<file path="config.mk">
export PLATFORM = sky130hd
export DESIGN_NAME = cmr_ctrl_top
export DESIGN_NICKNAME = d
export VERILOG_FILES = /design/src/rtl/cmr_pkg.sv /design/src/rtl/cmr_ack_sync.sv /design/src/rtl/cmr_srst_seq.sv /design/src/rtl/cmr_mode_ack.sv /design/src/rtl/cmr_regfile.sv /design/src/rtl/cmr_ctrl_top.sv
export SDC_FILE = /design/constraint.sdc
export NUM_CORES = 1
export LEC_CHECK = 0
export ABC_CLOCK_PERIOD_IN_PS = 2370
export BUFFER_PORTS_ARGS = -buffer_cell sky130_fd_sc_hd__buf_2
export CORE_MARGIN = 2
export CORE_UTILIZATION = 40
export CTS_CLUSTER_SIZE = 30
export DETAILED_ROUTE_END_ITERATION = 10
export PLACE_DENSITY = 0.67
export SYNTH_ARGS = -nofsm -noshare
export SYNTH_HDL_FRONTEND = slang
export SYNTH_HIERARCHICAL = 1
export SYNTH_SLANG_ARGS = --single-unit
</file>
<file path="constraint.sdc">
create_clock -name clk -period 2.37 [get_ports clk]
set_input_delay 0.3555 -clock clk [delete_from_list [all_inputs] [get_ports clk]]
set_output_delay 0.3555 -clock clk [all_outputs]
set_load 0.05 [all_outputs]
</file>
<file path="src/rtl/cmr_pkg.sv">
// Package: shared constants and types for the CAN mode/reset sequencer.
// Assumes 32-bit host data; field positions below are the host-visible map.
package cmr_pkg;
    localparam int DATA_W   = 32;

    // word addresses
    localparam int ADR_MODE  = 0;
    localparam int ADR_BCFG  = 1;
    localparam int ADR_IMASK = 2;
    localparam int ADR_RXM   = 3;

    // mode register bit positions
    localparam int B_DIS   = 0;
    localparam int B_FRZ   = 1;
    localparam int B_SRST  = 2;
    localparam int B_FACK  = 3;
    localparam int B_LACK  = 4;
    localparam int B_PRIV  = 5;
    localparam int B_MAX   = 8;

    // bus-configuration register bit positions
    localparam int B_LOOP  = 8;
    localparam int B_LSTN  = 9;
    localparam int B_BOFFM = 12;
    localparam int B_ERRM  = 13;
    localparam int B_MANR  = 14;

    // soft-reset handshake phases
    typedef enum logic [1:0] {
        SR_IDLE  = 2'd0,
        SR_REQ   = 2'd1,
        SR_DRAIN = 2'd2
    } srst_state_e;
endpackage

</file>
<file path="src/rtl/cmr_ack_sync.sv">
// Module: multi-flop synchronizer for a single level signal from another
// clock domain. Assumes the source holds the level for several cycles.
module cmr_ack_sync #(
    parameter int STAGES = 2
) (
    input  logic clk,
    input  logic rst_n,
    input  logic async_i,
    output logic sync_o
);
    logic [STAGES-1:0] chain_q;

    generate
        for (genvar g = 0; g < STAGES; g++) begin : g_stage
            // purpose: move the level one flop further into this domain
            always_ff @(posedge clk) begin
                if (!rst_n) chain_q[g] <= 1'b0;
                else if (g == 0) chain_q[g] <= async_i;
                else chain_q[g] <= chain_q[(g == 0) ? 0 : g - 1];
            end
        end
    endgenerate

    assign sync_o = chain_q[STAGES-1];
endmodule

</file>
<file path="src/rtl/cmr_srst_seq.sv">
// Module: soft-reset request/acknowledge sequencer. Holds the request until
// the synchronized acknowledge rises, emits a one-cycle clear strobe, then
// waits for the acknowledge to fall. Assumes ack_s_i is already synchronized.
module cmr_srst_seq
    import cmr_pkg::*;
(
    input  logic clk,
    input  logic rst_n,
    input  logic start_i,
    input  logic ack_s_i,
    output logic req_o,
    output logic busy_o,
    output logic clr_o
);
    srst_state_e st_q;

    // purpose: advance the four-phase handshake
    always_ff @(posedge clk) begin
        if (!rst_n) begin
            st_q <= SR_IDLE;
        end else begin
            unique case (st_q)
                SR_IDLE:  if (start_i)  st_q <= SR_REQ;
                SR_REQ:   if (ack_s_i)  st_q <= SR_DRAIN;
                SR_DRAIN: if (!ack_s_i) st_q <= SR_IDLE;
                default:  st_q <= SR_IDLE;
            endcase
        end
    end

    assign req_o  = (st_q == SR_REQ);
    assign busy_o = (st_q != SR_IDLE);
    assign clr_o  = (st_q == SR_REQ) && ack_s_i;

    assert_req_hold_R2: assert property (@(posedge clk) disable iff (!rst_n)
        (req_o && !ack_s_i) |=> req_o);
    assert_drain_exit_R2: assert property (@(posedge clk) disable iff (!rst_n)
        $fell(busy_o) |-> $past(!ack_s_i));
    assert_clear_pulse_R3: assert property (@(posedge clk) disable iff (!rst_n)
        clr_o |=> !clr_o);
    assert_restart_idle_R11: assert property (@(posedge clk) disable iff (!rst_n)
        $rose(req_o) |-> $past(!busy_o));
endmodule

</file>
<file path="src/rtl/cmr_mode_ack.sv">
// Module: freeze and quiet acknowledge flags. Freeze ack follows the engine's
// prescaler-stopped indication; quiet ack waits for transfers to drain.
// Assumes both engine inputs are already in this clock domain.
module cmr_mode_ack (
    input  logic clk,
    input  logic rst_n,
    input  logic frz_req_i,
    input  logic dis_req_i,
    input  logic presc_stopped_i,
    input  logic xfer_busy_i,
    output logic frz_ack_o,
    output logic lp_ack_o
);
    // purpose: set on frozen engine, clear only once the prescaler runs again
    always_ff @(posedge clk) begin
        if (!rst_n)                               frz_ack_o <= 1'b0;
        else if (frz_req_i && presc_stopped_i)    frz_ack_o <= 1'b1;
        else if (!frz_req_i && !presc_stopped_i)  frz_ack_o <= 1'b0;
    end

    // purpose: set once disabled and idle, clear when the request is withdrawn
    always_ff @(posedge clk) begin
        if (!rst_n)            lp_ack_o <= 1'b0;
        else if (!dis_req_i)   lp_ack_o <= 1'b0;
        else if (!xfer_busy_i) lp_ack_o <= 1'b1;
    end

    assert_frz_set_R5: assert property (@(posedge clk) disable iff (!rst_n)
        $rose(frz_ack_o) |-> $past(frz_req_i && presc_stopped_i));
    assert_frz_clear_R5: assert property (@(posedge clk) disable iff (!rst_n)
        $fell(frz_ack_o) |-> $past(!presc_stopped_i));
    assert_lp_set_R6: assert property (@(posedge clk) disable iff (!rst_n)
        $rose(lp_ack_o) |-> $past(dis_req_i && !xfer_busy_i));
endmodule

</file>
<file path="src/rtl/cmr_regfile.sv">
// Module: host register file with privilege check, freeze/disable write locks
// and partial clearing on soft reset. Assumes single-cycle host accesses.
module cmr_regfile
    import cmr_pkg::*;
#(
    parameter int ADDR_W  = 4,
    parameter int MB_W    = 5,
    parameter int PRESC_W = 8,
    parameter int RXM_W   = 29,
    parameter int IMASK_W = 32
) (
    input  logic               clk,
    input  logic               rst_n,
    input  logic               sel_i,
    input  logic               wr_i,
    input  logic               user_i,
    input  logic [ADDR_W-1:0]  addr_i,
    input  logic [DATA_W-1:0]  wdata_i,
    output logic [DATA_W-1:0]  rdata_o,
    output logic               terr_o,
    input  logic               frz_ack_i,
    input  logic               lp_ack_i,
    input  logic               srst_busy_i,
    input  logic               soft_clr_i,
    output logic               srst_start_o,
    output logic               dis_req_o,
    output logic               frz_req_o,
    output logic [MB_W-1:0]    max_buf_o,
    output logic [PRESC_W-1:0] presc_o,
    output logic               loop_o,
    output logic               listen_o,
    output logic               boff_m_o,
    output logic               err_m_o,
    output logic               man_rec_o,
    output logic [RXM_W-1:0]   rx_mask_o,
    output logic [IMASK_W-1:0] int_mask_o
);
    localparam logic [ADDR_W-1:0] A_MODE  = ADDR_W'(ADR_MODE);
    localparam logic [ADDR_W-1:0] A_BCFG  = ADDR_W'(ADR_BCFG);
    localparam logic [ADDR_W-1:0] A_IMASK = ADDR_W'(ADR_IMASK);
    localparam logic [ADDR_W-1:0] A_RXM   = ADDR_W'(ADR_RXM);

    logic priv_q;
    logic acc_ok, wr_ok, cfg_open;
    logic wr_mode, wr_bcfg, wr_imask, wr_rxm;
    logic unused_wbits;

    assign acc_ok   = sel_i && !(user_i && priv_q);
    assign terr_o   = sel_i && user_i && priv_q;
    assign wr_ok    = acc_ok && wr_i;
    assign cfg_open = frz_ack_i || lp_ack_i;
    assign wr_mode  = wr_ok && (addr_i == A_MODE);
    assign wr_bcfg  = wr_ok && (addr_i == A_BCFG);
    assign wr_imask = wr_ok && (addr_i == A_IMASK);
    assign wr_rxm   = wr_ok && (addr_i == A_RXM);
    assign srst_start_o = wr_mode && wdata_i[B_SRST] && !srst_busy_i;
    assign unused_wbits = ^wdata_i;

    // purpose: mode register; soft reset keeps only the disable bit
    always_ff @(posedge clk) begin
        if (!rst_n) begin
            dis_req_o <= 1'b0;
            frz_req_o <= 1'b0;
            priv_q    <= 1'b0;
            max_buf_o <= {MB_W{1'b1}};
        end else if (soft_clr_i) begin
            frz_req_o <= 1'b0;
            priv_q    <= 1'b0;
            max_buf_o <= {MB_W{1'b1}};
        end else if (wr_mode) begin
            dis_req_o <= wdata_i[B_DIS];
            frz_req_o <= wdata_i[B_FRZ];
            priv_q    <= wdata_i[B_PRIV];
            if (frz_ack_i) max_buf_o <= wdata_i[B_MAX +: MB_W];
        end
    end

    // purpose: bus-configuration register; locked fields open only when frozen or quiet
    always_ff @(posedge clk) begin
        if (!rst_n) begin
            presc_o   <= '0;
            loop_o    <= 1'b0;
            listen_o  <= 1'b0;
            boff_m_o  <= 1'b0;
            err_m_o   <= 1'b0;
            man_rec_o <= 1'b0;
        end else if (wr_bcfg) begin
            boff_m_o  <= wdata_i[B_BOFFM];
            err_m_o   <= wdata_i[B_ERRM];
            man_rec_o <= wdata_i[B_MANR];
            if (cfg_open) begin
                presc_o  <= wdata_i[PRESC_W-1:0];
                loop_o   <= wdata_i[B_LOOP];
                listen_o <= wdata_i[B_LSTN];
            end
        end
    end

    // purpose: interrupt mask; host-side, so soft reset clears it and wins over a write
    always_ff @(posedge clk) begin
        if (!rst_n)          int_mask_o <= '0;
        else if (soft_clr_i) int_mask_o <= '0;
        else if (wr_imask)   int_mask_o <= wdata_i[IMASK_W-1:0];
    end

    // purpose: receive mask; locked field untouched by soft reset
    always_ff @(posedge clk) begin
        if (!rst_n)                  rx_mask_o <= '0;
        else if (wr_rxm && cfg_open) rx_mask_o <= wdata_i[RXM_W-1:0];
    end

    // purpose: read mux; refused or unmapped reads return zero
    always_comb begin
        rdata_o = '0;
        if (sel_i && !wr_i && acc_ok) begin
            unique case (addr_i)
                A_MODE: begin
                    rdata_o[B_DIS]           = dis_req_o;
                    rdata_o[B_FRZ]           = frz_req_o;
                    rdata_o[B_SRST]          = srst_busy_i;
                    rdata_o[B_FACK]          = frz_ack_i;
                    rdata_o[B_LACK]          = lp_ack_i;
                    rdata_o[B_PRIV]          = priv_q;
                    rdata_o[B_MAX +: MB_W]   = max_buf_o;
                end
                A_BCFG: begin
                    rdata_o[PRESC_W-1:0]     = presc_o;
                    rdata_o[B_LOOP]          = loop_o;
                    rdata_o[B_LSTN]          = listen_o;
                    rdata_o[B_BOFFM]         = boff_m_o;
                    rdata_o[B_ERRM]          = err_m_o;
                    rdata_o[B_MANR]          = man_rec_o;
                end
                A_IMASK: rdata_o[IMASK_W-1:0] = int_mask_o;
                A_RXM:   rdata_o[RXM_W-1:0]   = rx_mask_o;
                default: rdata_o = '0;
            endcase
        end
    end

    assert_user_block_R7: assert property (@(posedge clk) disable iff (!rst_n)
        (terr_o && wr_i && !soft_clr_i) |=>
            ($stable(int_mask_o) && $stable(rx_mask_o) && $stable(presc_o) && $stable(boff_m_o)));
    assert_maxbuf_lock_R8: assert property (@(posedge clk) disable iff (!rst_n)
        (!frz_ack_i && !soft_clr_i) |=> $stable(max_buf_o));
    assert_cfg_lock_R9: assert property (@(posedge clk) disable iff (!rst_n)
        (!frz_ack_i && !lp_ack_i) |=> ($stable(presc_o) && $stable(loop_o) && $stable(listen_o) && $stable(rx_mask_o)));
    assert_clear_wins_R3: assert property (@(posedge clk) disable iff (!rst_n)
        soft_clr_i |=> (int_mask_o == '0));
endmodule

</file>
<file path="src/rtl/cmr_ctrl_top.sv">
// Module: top of the CAN controller mode and reset sequencer. Connects the
// register file, acknowledge flags, soft-reset sequencer and the synchronizer
// for the remote acknowledge. Assumes srst_ack_i comes from another domain.
module cmr_ctrl_top
    import cmr_pkg::*;
#(
    parameter int ADDR_W      = 4,
    parameter int MB_W        = 5,
    parameter int PRESC_W     = 8,
    parameter int RXM_W       = 29,
    parameter int IMASK_W     = 32,
    parameter int SYNC_STAGES = 2
) (
    input  logic               clk,
    input  logic               rst_n,
    input  logic               host_sel,
    input  logic               host_wr,
    input  logic               host_user,
    input  logic [ADDR_W-1:0]  host_addr,
    input  logic [31:0]        host_wdata,
    output logic [31:0]        host_rdata,
    output logic               host_terr,
    output logic               srst_req_o,
    input  logic               srst_ack_i,
    output logic               eng_clear_o,
    output logic               freeze_req_o,
    output logic               disable_req_o,
    input  logic               presc_stopped_i,
    input  logic               xfer_busy_i,
    output logic [MB_W:0]      buf_count_o,
    output logic [PRESC_W-1:0] presc_div_o,
    output logic               loopback_o,
    output logic               listen_only_o,
    output logic               boff_irq_mask_o,
    output logic               err_irq_mask_o,
    output logic               boff_manual_o,
    output logic [RXM_W-1:0]   rx_mask_o,
    output logic [IMASK_W-1:0] irq_mask_o
);
    logic ack_s, srst_start, srst_busy;
    logic frz_ack, lp_ack;
    logic [MB_W-1:0] max_buf;

    cmr_ack_sync #(.STAGES(SYNC_STAGES)) u_sync (
        .clk(clk), .rst_n(rst_n), .async_i(srst_ack_i), .sync_o(ack_s)
    );

    cmr_srst_seq u_srst (
        .clk(clk), .rst_n(rst_n), .start_i(srst_start), .ack_s_i(ack_s),
        .req_o(srst_req_o), .busy_o(srst_busy), .clr_o(eng_clear_o)
    );

    cmr_mode_ack u_ack (
        .clk(clk), .rst_n(rst_n),
        .frz_req_i(freeze_req_o), .dis_req_i(disable_req_o),
        .presc_stopped_i(presc_stopped_i), .xfer_busy_i(xfer_busy_i),
        .frz_ack_o(frz_ack), .lp_ack_o(lp_ack)
    );

    cmr_regfile #(
        .ADDR_W(ADDR_W), .MB_W(MB_W), .PRESC_W(PRESC_W),
        .RXM_W(RXM_W), .IMASK_W(IMASK_W)
    ) u_regs (
        .clk(clk), .rst_n(rst_n),
        .sel_i(host_sel), .wr_i(host_wr), .user_i(host_user),
        .addr_i(host_addr), .wdata_i(host_wdata),
        .rdata_o(host_rdata), .terr_o(host_terr),
        .frz_ack_i(frz_ack), .lp_ack_i(lp_ack),
        .srst_busy_i(srst_busy), .soft_clr_i(eng_clear_o),
        .srst_start_o(srst_start),
        .dis_req_o(disable_req_o), .frz_req_o(freeze_req_o),
        .max_buf_o(max_buf),
        .presc_o(presc_div_o), .loop_o(loopback_o), .listen_o(listen_only_o),
        .boff_m_o(boff_irq_mask_o), .err_m_o(err_irq_mask_o), .man_rec_o(boff_manual_o),
        .rx_mask_o(rx_mask_o), .int_mask_o(irq_mask_o)
    );

    assign buf_count_o = {1'b0, max_buf} + {{MB_W{1'b0}}, 1'b1};
endmodule

</file>
==> results.toml, run 1 <==
[synthesis]
ys_top_cells_by_area = "dfxtp_1, mux2i_1, nand2_1"
ys_warn_count = 6
yosysSeqAreaShare_pct = 39.6
synthArstFlopShare_pct = 0
synth_fp_nets = 559
synth_area_um2 = 4450
synth_edf_count = 0
netlist-cell-type-count = 41
synth_top_area_share_pct = 39.6
avgSynthCellArea_um2 = 8.68
synth_area_leader_cell = "dfxtp_1"
synthTopCellsByCount = "dfxtp_1, nand2_1, mux2i_1"
yosysMostFrequentCell = "dfxtp_1"
synth-main-ff-cell = "dfxtp_1"
synth-seq-cells = 88
syn_inst = 513

[outcome]
status = "finished clean"

[floorplan]
io_pins = 161
fp.dieH_um = 110
coreArea_um2 = 10800
die_x_um = 110
fp-row-count = 38
start_util_pct = 41.1
die_area_um2 = 12000

[clock_tree]
cts_root_buf = "clkbuf_8"
clkSinkCount = 88
clock_path_buffers = 2
clkTransAtPathRegs_ps = 80
htreeDepth = 3
cts.hold.buffers_added = 0
clk_latency_ps = 360
numCtsBuffers = 9
tritoncts = "yes"

[sta]
slew_headroom_pct = 47.7
skew_ps = 11.2
whs_ps = 193
grt_setup_unrepaired = "no"
min_period_ps = 2310
worstMarginPinSlew_ps = 785
finalCritPeriodShare_pct = 97.3
setup_viol = 0
maxClockFrequency_mhz = 433
drv_slew = 0
hold_viol = 0

[pwr]
ir_drop_mv = 0.310
power.leakage_uw = 0.00248
p_per_area_nw_per_um2 = 550

[routing]
initialDrtViolationCount = 322
routed_wl_mm = 14.9
dr_total_vias = 4586
drtPass1Iterations = 5
avgViaCountPerCell = 5.70
drc = 0
wl_per_cell_um = 18.5
ant_nets = 0

[finish]
area_growth_pct = 29.8
drive_above_1_share_pct = 36.8
fin_nets = 706
fin_cells = 805
antenna_cells = 0

[critical_path]
critPathCaptureType = "primary output"
worst_r2r_path_depth = 5
r2r-end = "u_regs/frz_req_o"
path_class = "in -> out"
worstPathMaxFanout = 12
crit_arrival_ps = 1950
startpoint_type = "input pin"
r2r_start = "u_srst/st_q[0]"
cp.required_ps = 2010
r2r_slack_ps = 600

[place]
gp_congestion = 0.908
io_buffer_count = 160
place_inst = 788
hpwlAfterDp_mm = 10.3

[worst_hold_path]
min_path_cells = 2
hp-start = "xfer_busy_i"
hold_path_end = "u_ack/lp_ack_o"
hold_class = "in -> reg"

[global_route]
first_global_vias = 4468
gr-total-overflow = 0
grt_max_degree = 77
track_usage_pct = 24.6
antenna_found_initial = 0
grt_pass1_wl_mm = 22.9

[flow_run]
cap_violations = 0
layout make-up:
| class | instances | area, µm² |
|---|---|---|
| clock inverter | 5 | 128 |
| tap | 140 | 175 |
| inverter | 4 | 15.0 |
| multi-input combinational | 366 | 2490 |
| sequential | 88 | 1760 |
| timing repair buffer | 191 | 1070 |
| clock buffer | 11 | 141 |
| fill | 993 | 5060 |
report_power, final:
group / internal, µW / total [µW] / switching [µW] / leakage [µW]
clock network: 837 / 1390 / 556 / 0.000130
registers: 1480 / 1490 / 5.13 / 0.000709
logic: 87.6 / 297 / 210 / 0.00164
cell usage in the layout, fill, tap and decap left out, types with 2 or more instances in the layout:
cell / instances
mux2i_1: 46
a2111oi_2: 2
nand4_1: 37
nor4b_4: 2
nand2b_1: 3
or4b_1: 2
xnor2_1: 2
a21oi_2: 6
or4_1: 2
nor2b_1: 2
ha_1: 2
a22oi_1: 32
and3_1: 5
and2_1: 4
xor2_1: 2
o31ai_2: 10
nand3_1: 4
buf_4: 28
buf_2: 159
nor4_1: 2
mux2_2: 12
nand2_1: 78
inv_1: 4
buf_12: 3
clkbuf_8: 10
o31ai_1: 27
bufinv_16: 4
a21oi_1: 39
dfxtp_1: 88
nor2_1: 33
through the flow:
step | util [%] | instance area, µm² | total power, µW | setup WS, ps | setup TNS, ps
after detailed placement | 50.7 | 5490 | 1810 | 6.09 | 0
after global routing | 53.3 | 5780 | 3290 | 15.3 | 0
after global placement | 50.7 | 5490 | 1810 | 81.9 | 0
final | 53.3 | 5780 | 3180 | 63.1 | 0
after floorplan | - | 4510 | 1700 | -168 | -558
after CTS | 53.2 | 5760 | 3190 | 13.0 | 0
state kept, by name (all words and copies together) (netlist names):
register and cells:
u_regs/max_buf_o 5, u_ack/lp_ack_o 1, u_regs/listen_o 1, u_regs/dis_req_o 1, u_sync/sync_o 1, u_regs/man_rec_o 1
u_regs/int_mask_o 32, u_regs/boff_m_o 1, u_regs/priv_q 1, u_ack/frz_ack_o 1, u_regs/loop_o 1, u_srst/st_q 2
u_sync/chain_q 1, u_regs/err_m_o 1, u_regs/rx_mask_o 29, u_regs/presc_o 8, u_regs/frz_req_o 1
routing by layer:
metal	vias to the layer above	GRT usage [%]	share of wire [%]
li1	2171	-	-
met1	2198	32.0	44
met2	193	40.7	47
met3	24	3.62	6.5
met4	0	9.95	2.1
met5	-	0	0
critical path: stages:
cell and delay [ps]:
buf_2 200, nor4b_4 290, buf_4 180, a22oi_1 100
a2111oi_2 490, clkbuf_4 330
cell families after synthesis:
logic type / count (synthesis) / synth area share, %
AND/OR/NAND/NOR: 181 / 20.1
AO/OA/AOI/OAI: 121 / 19.3
XOR/XNOR: 4 / 0.787
buffers and inverters: 59 / 6.32
adder cells (fa/ha/maj): 2 / 0.562
flip-flops: 88 / 39.6
multiplexers: 58 / 13.4
worst max path at each step:
| stage | endpoint | depth (start not counted) | startpoint | slack [ps] |
|---|---|---|---|---|
| after floorplan | host_rdata[4] | 4 | host_addr[0] | -170 |
| after global placement | host_rdata[4] | 5 | host_addr[2] | 80 |
| after detailed placement | host_rdata[4] | 5 | host_addr[2] | 6 |
| after CTS | host_rdata[4] | 5 | host_addr[2] | 10 |
| after global routing | host_rdata[4] | 6 | host_addr[2] | 20 |
| final | host_rdata[4] | 6 | host_addr[2] | 60 |
timing repair:
item                       in CTS  in global routing
hold endpoints to repair        0                  0
setup endpoints to repair       0                  3
buffers inserted                0                  1
gates resized for setup         0                  2
No activity file was read; power rests on OpenSTA's default activity.
==> run 2: changes to the inputs <==
--- a/config.mk
+++ b/config.mk
@@ -5,13 +5,13 @@
 export SDC_FILE = /design/constraint.sdc
 export NUM_CORES = 1
 export LEC_CHECK = 0
-export ABC_CLOCK_PERIOD_IN_PS = 2370
+export ABC_CLOCK_PERIOD_IN_PS = 2100
 export BUFFER_PORTS_ARGS = -buffer_cell sky130_fd_sc_hd__buf_2
 export CORE_MARGIN = 2
 export CORE_UTILIZATION = 40
 export CTS_CLUSTER_SIZE = 30
 export DETAILED_ROUTE_END_ITERATION = 10
-export PLACE_DENSITY = 0.67
+export PLACE_DENSITY = 0.69
 export SYNTH_ARGS = -nofsm -noshare
 export SYNTH_HDL_FRONTEND = slang
 export SYNTH_HIERARCHICAL = 1
==> constraint.sdc (replaced) <==
create_clock -name clk -period 2.1 [get_ports clk]
set_input_delay 0.315 -clock clk [delete_from_list [all_inputs] [get_ports clk]]
set_output_delay 0.315 -clock clk [all_outputs]
set_load 0.05 [all_outputs]
==> run 2 against run 1 <==
The flow now finishes with violations (setup timing); via count grew 0.11%; core utilization is 2.3 points higher; combinational power is 22% higher; first-iteration DRC count down 7.5%; sequential power up 13%; critical path type is now reg -> out.
==> results.toml, run 2 (synthesized netlist as in run 1, its figures left out) <==
[outcome]
status = "finished, violations left"
violations = "setup timing"

[pwr]
p_sw_share_pct = 26.4
internal_power_uw = 2310
p_clk_share_pct = 35.1
pwr-share-seq_pct = 53.5
p_sw_uw = 830
ir_drop_mv = 0.261
pwr-share-comb_pct = 11.5
power.leakage_uw = 0.00252
p_per_area_nw_per_um2 = 521

[sta]
setup_viol = 10
grt_setup_unrepaired = "yes"
skew_ps = 7.61
drv_slew = 0
min_period_ps = 2140
hold_viol = 0
worstMarginPinSlew_ps = 502
finalCritPeriodShare_pct = 102
worst_slack_ps = -38.4
maxClockFrequency_mhz = 468
slew_headroom_pct = 66.5
fin_setup_tns_ps = -138

[critical_path]
r2r-end = "u_regs/rx_mask_o[17]"
critPathLaunch = "u_regs/priv_q"
crit_arrival_ps = 1820
endpoint = "host_rdata[1]"
startpoint_type = "flop"
worst_r2r_path_depth = 6
r2r_start = "u_regs/priv_q"
worstPathMaxFanout = 12
path_class = "reg -> out"
r2r_slack_ps = 340
cp.required_ps = 1780
critPathCaptureType = "primary output"

[clock_tree]
clkTransAtPathRegs_ps = 80
tritoncts = "yes"
cts_root_buf = "clkbuf_8"
htreeDepth = 3
clock_path_buffers = 2
cts.hold.buffers_added = 0
numCtsBuffers = 9
clk_latency_ps = 360
clkSinkCount = 88

[floorplan]
die_x_um = 110
start_util_pct = 41.1
io_pins = 161
fp-row-count = 38
coreArea_um2 = 10800
fp.dieH_um = 110
die_area_um2 = 12000

[finish]
largest_register_ffs = 32
layout_common_cells = "buf_2, dfxtp_1, nand2_1"
finish.utilization_pct = 55.6
largestRegisters = "u_regs/int_mask_o: 32 flops, u_regs/rx_mask_o: 29 flops, u_regs/presc_o: 8 flops"
drive_above_1_share_pct = 40.4
largest-register = "u_regs/int_mask_o"
fillers = 996
design_area_um2 = 6030
fin_nets = 717
area_growth_pct = 35.4
mostFrequentLayoutCell = "buf_2"

[place]
gp_congestion = 0.845
hpwlAfterDp_mm = 10.3
place_ws_ps = -50.3
placed_area_um2 = 5680
io_buffer_count = 160

[routing]
drc = 0
ant_nets = 0
wl_per_cell_um = 17.6
routed_wl_mm = 14.4
drtPass1Iterations = 7
dr_total_vias = 4591
avgViaCountPerCell = 5.62
initialDrtViolationCount = 298

[flow_run]
cap_violations = 0

[global_route]
grt_max_degree = 55
grt_pass1_wl_mm = 22.1
track_usage_pct = 23.9
first_global_vias = 4289
gr-total-overflow = 0
antenna_found_initial = 1

[worst_hold_path]
hold_class = "in -> reg"
==> run 2: cell types whose count changed in the layout (fill, tap and decap cells not counted), sizes merged <==
cell,delta
clkinv,+3
bufinv,-4
diode,+1
clkbuf,+8
clkinvlp,-1
buf,+5
==> run 2: worst min path at each step <==
stage | endpoint | depth (start not counted) | from | slack [ps]
after CTS | u_ack/lp_ack_o | 2 | xfer_busy_i | 130
final | u_ack/lp_ack_o | 2 | xfer_busy_i | 150
after detailed placement | u_sync/sync_o | 1 | u_sync/chain_q[0] | 420
after global placement | u_sync/sync_o | 1 | u_sync/chain_q[0] | 420
after global routing | u_ack/lp_ack_o | 2 | xfer_busy_i | 120
after floorplan | u_ack/lp_ack_o | 1 | xfer_busy_i | 410
==> run 2: stage by stage <==
stage	std cells	hold slack [ps]	total power, µW
2_1_floorplan	513	407	1930
3_3_place_gp	796	416	2060
3_5_place_dp	796	423	2070
4_1_cts	812	130	3160
5_1_grt	817	122	3260
6_report	817	145	3140
==> run 2: per-layer routing <==
layer,routed length [µm],track usage (%),part of all wire [%],vias to the layer above
met5,0,0,0,-
met4,257,8.95,1.8,0
met1,6300,31.3,44,2191
met3,985,3.50,6.8,23
met2,6850,40.0,48,193
li1,-,-,-,2184
==> run 2: what timing repair did <==
action | 4_1_cts | 5_1_grt
cloned | 0 | 0
setup buffers | 0 | 4
pin swaps | 0 | 2
gates resized for setup | 21 | 22
endpoints found under the setup margin | 27 | 29
==> run 2: area by class of cell <==
class	instances	area (µm²)	share of cell area, %
diodes	1	2.50	0.0415
clock buffers	13	169	2.80
clock inverters	3	15.0	0.249
inverters	4	15.0	0.249
multi-input cells	366	2610	43.3
flip-flops and latches	88	1760	29.2
well taps	140	175	2.91
repair buffers	202	1280	21.2
==> run 2: worst max-delay path, stage by stage, from the launching register on <==
cell	delay, ps
dfxtp_1	320
a21bo_2	220
or4_4	420
buf_8	170
a21oi_1	120
buf_4	210
==> run 2: power by group through the flow <==
stage	combinational, µW	clock [µW]	sequential (µW)
2_1_floorplan	190	0	1740
3_3_place_gp	342	0	1720
3_5_place_dp	349	0	1720
4_1_cts	352	1120	1680
5_1_grt	389	1190	1680
6_report	361	1100	1680
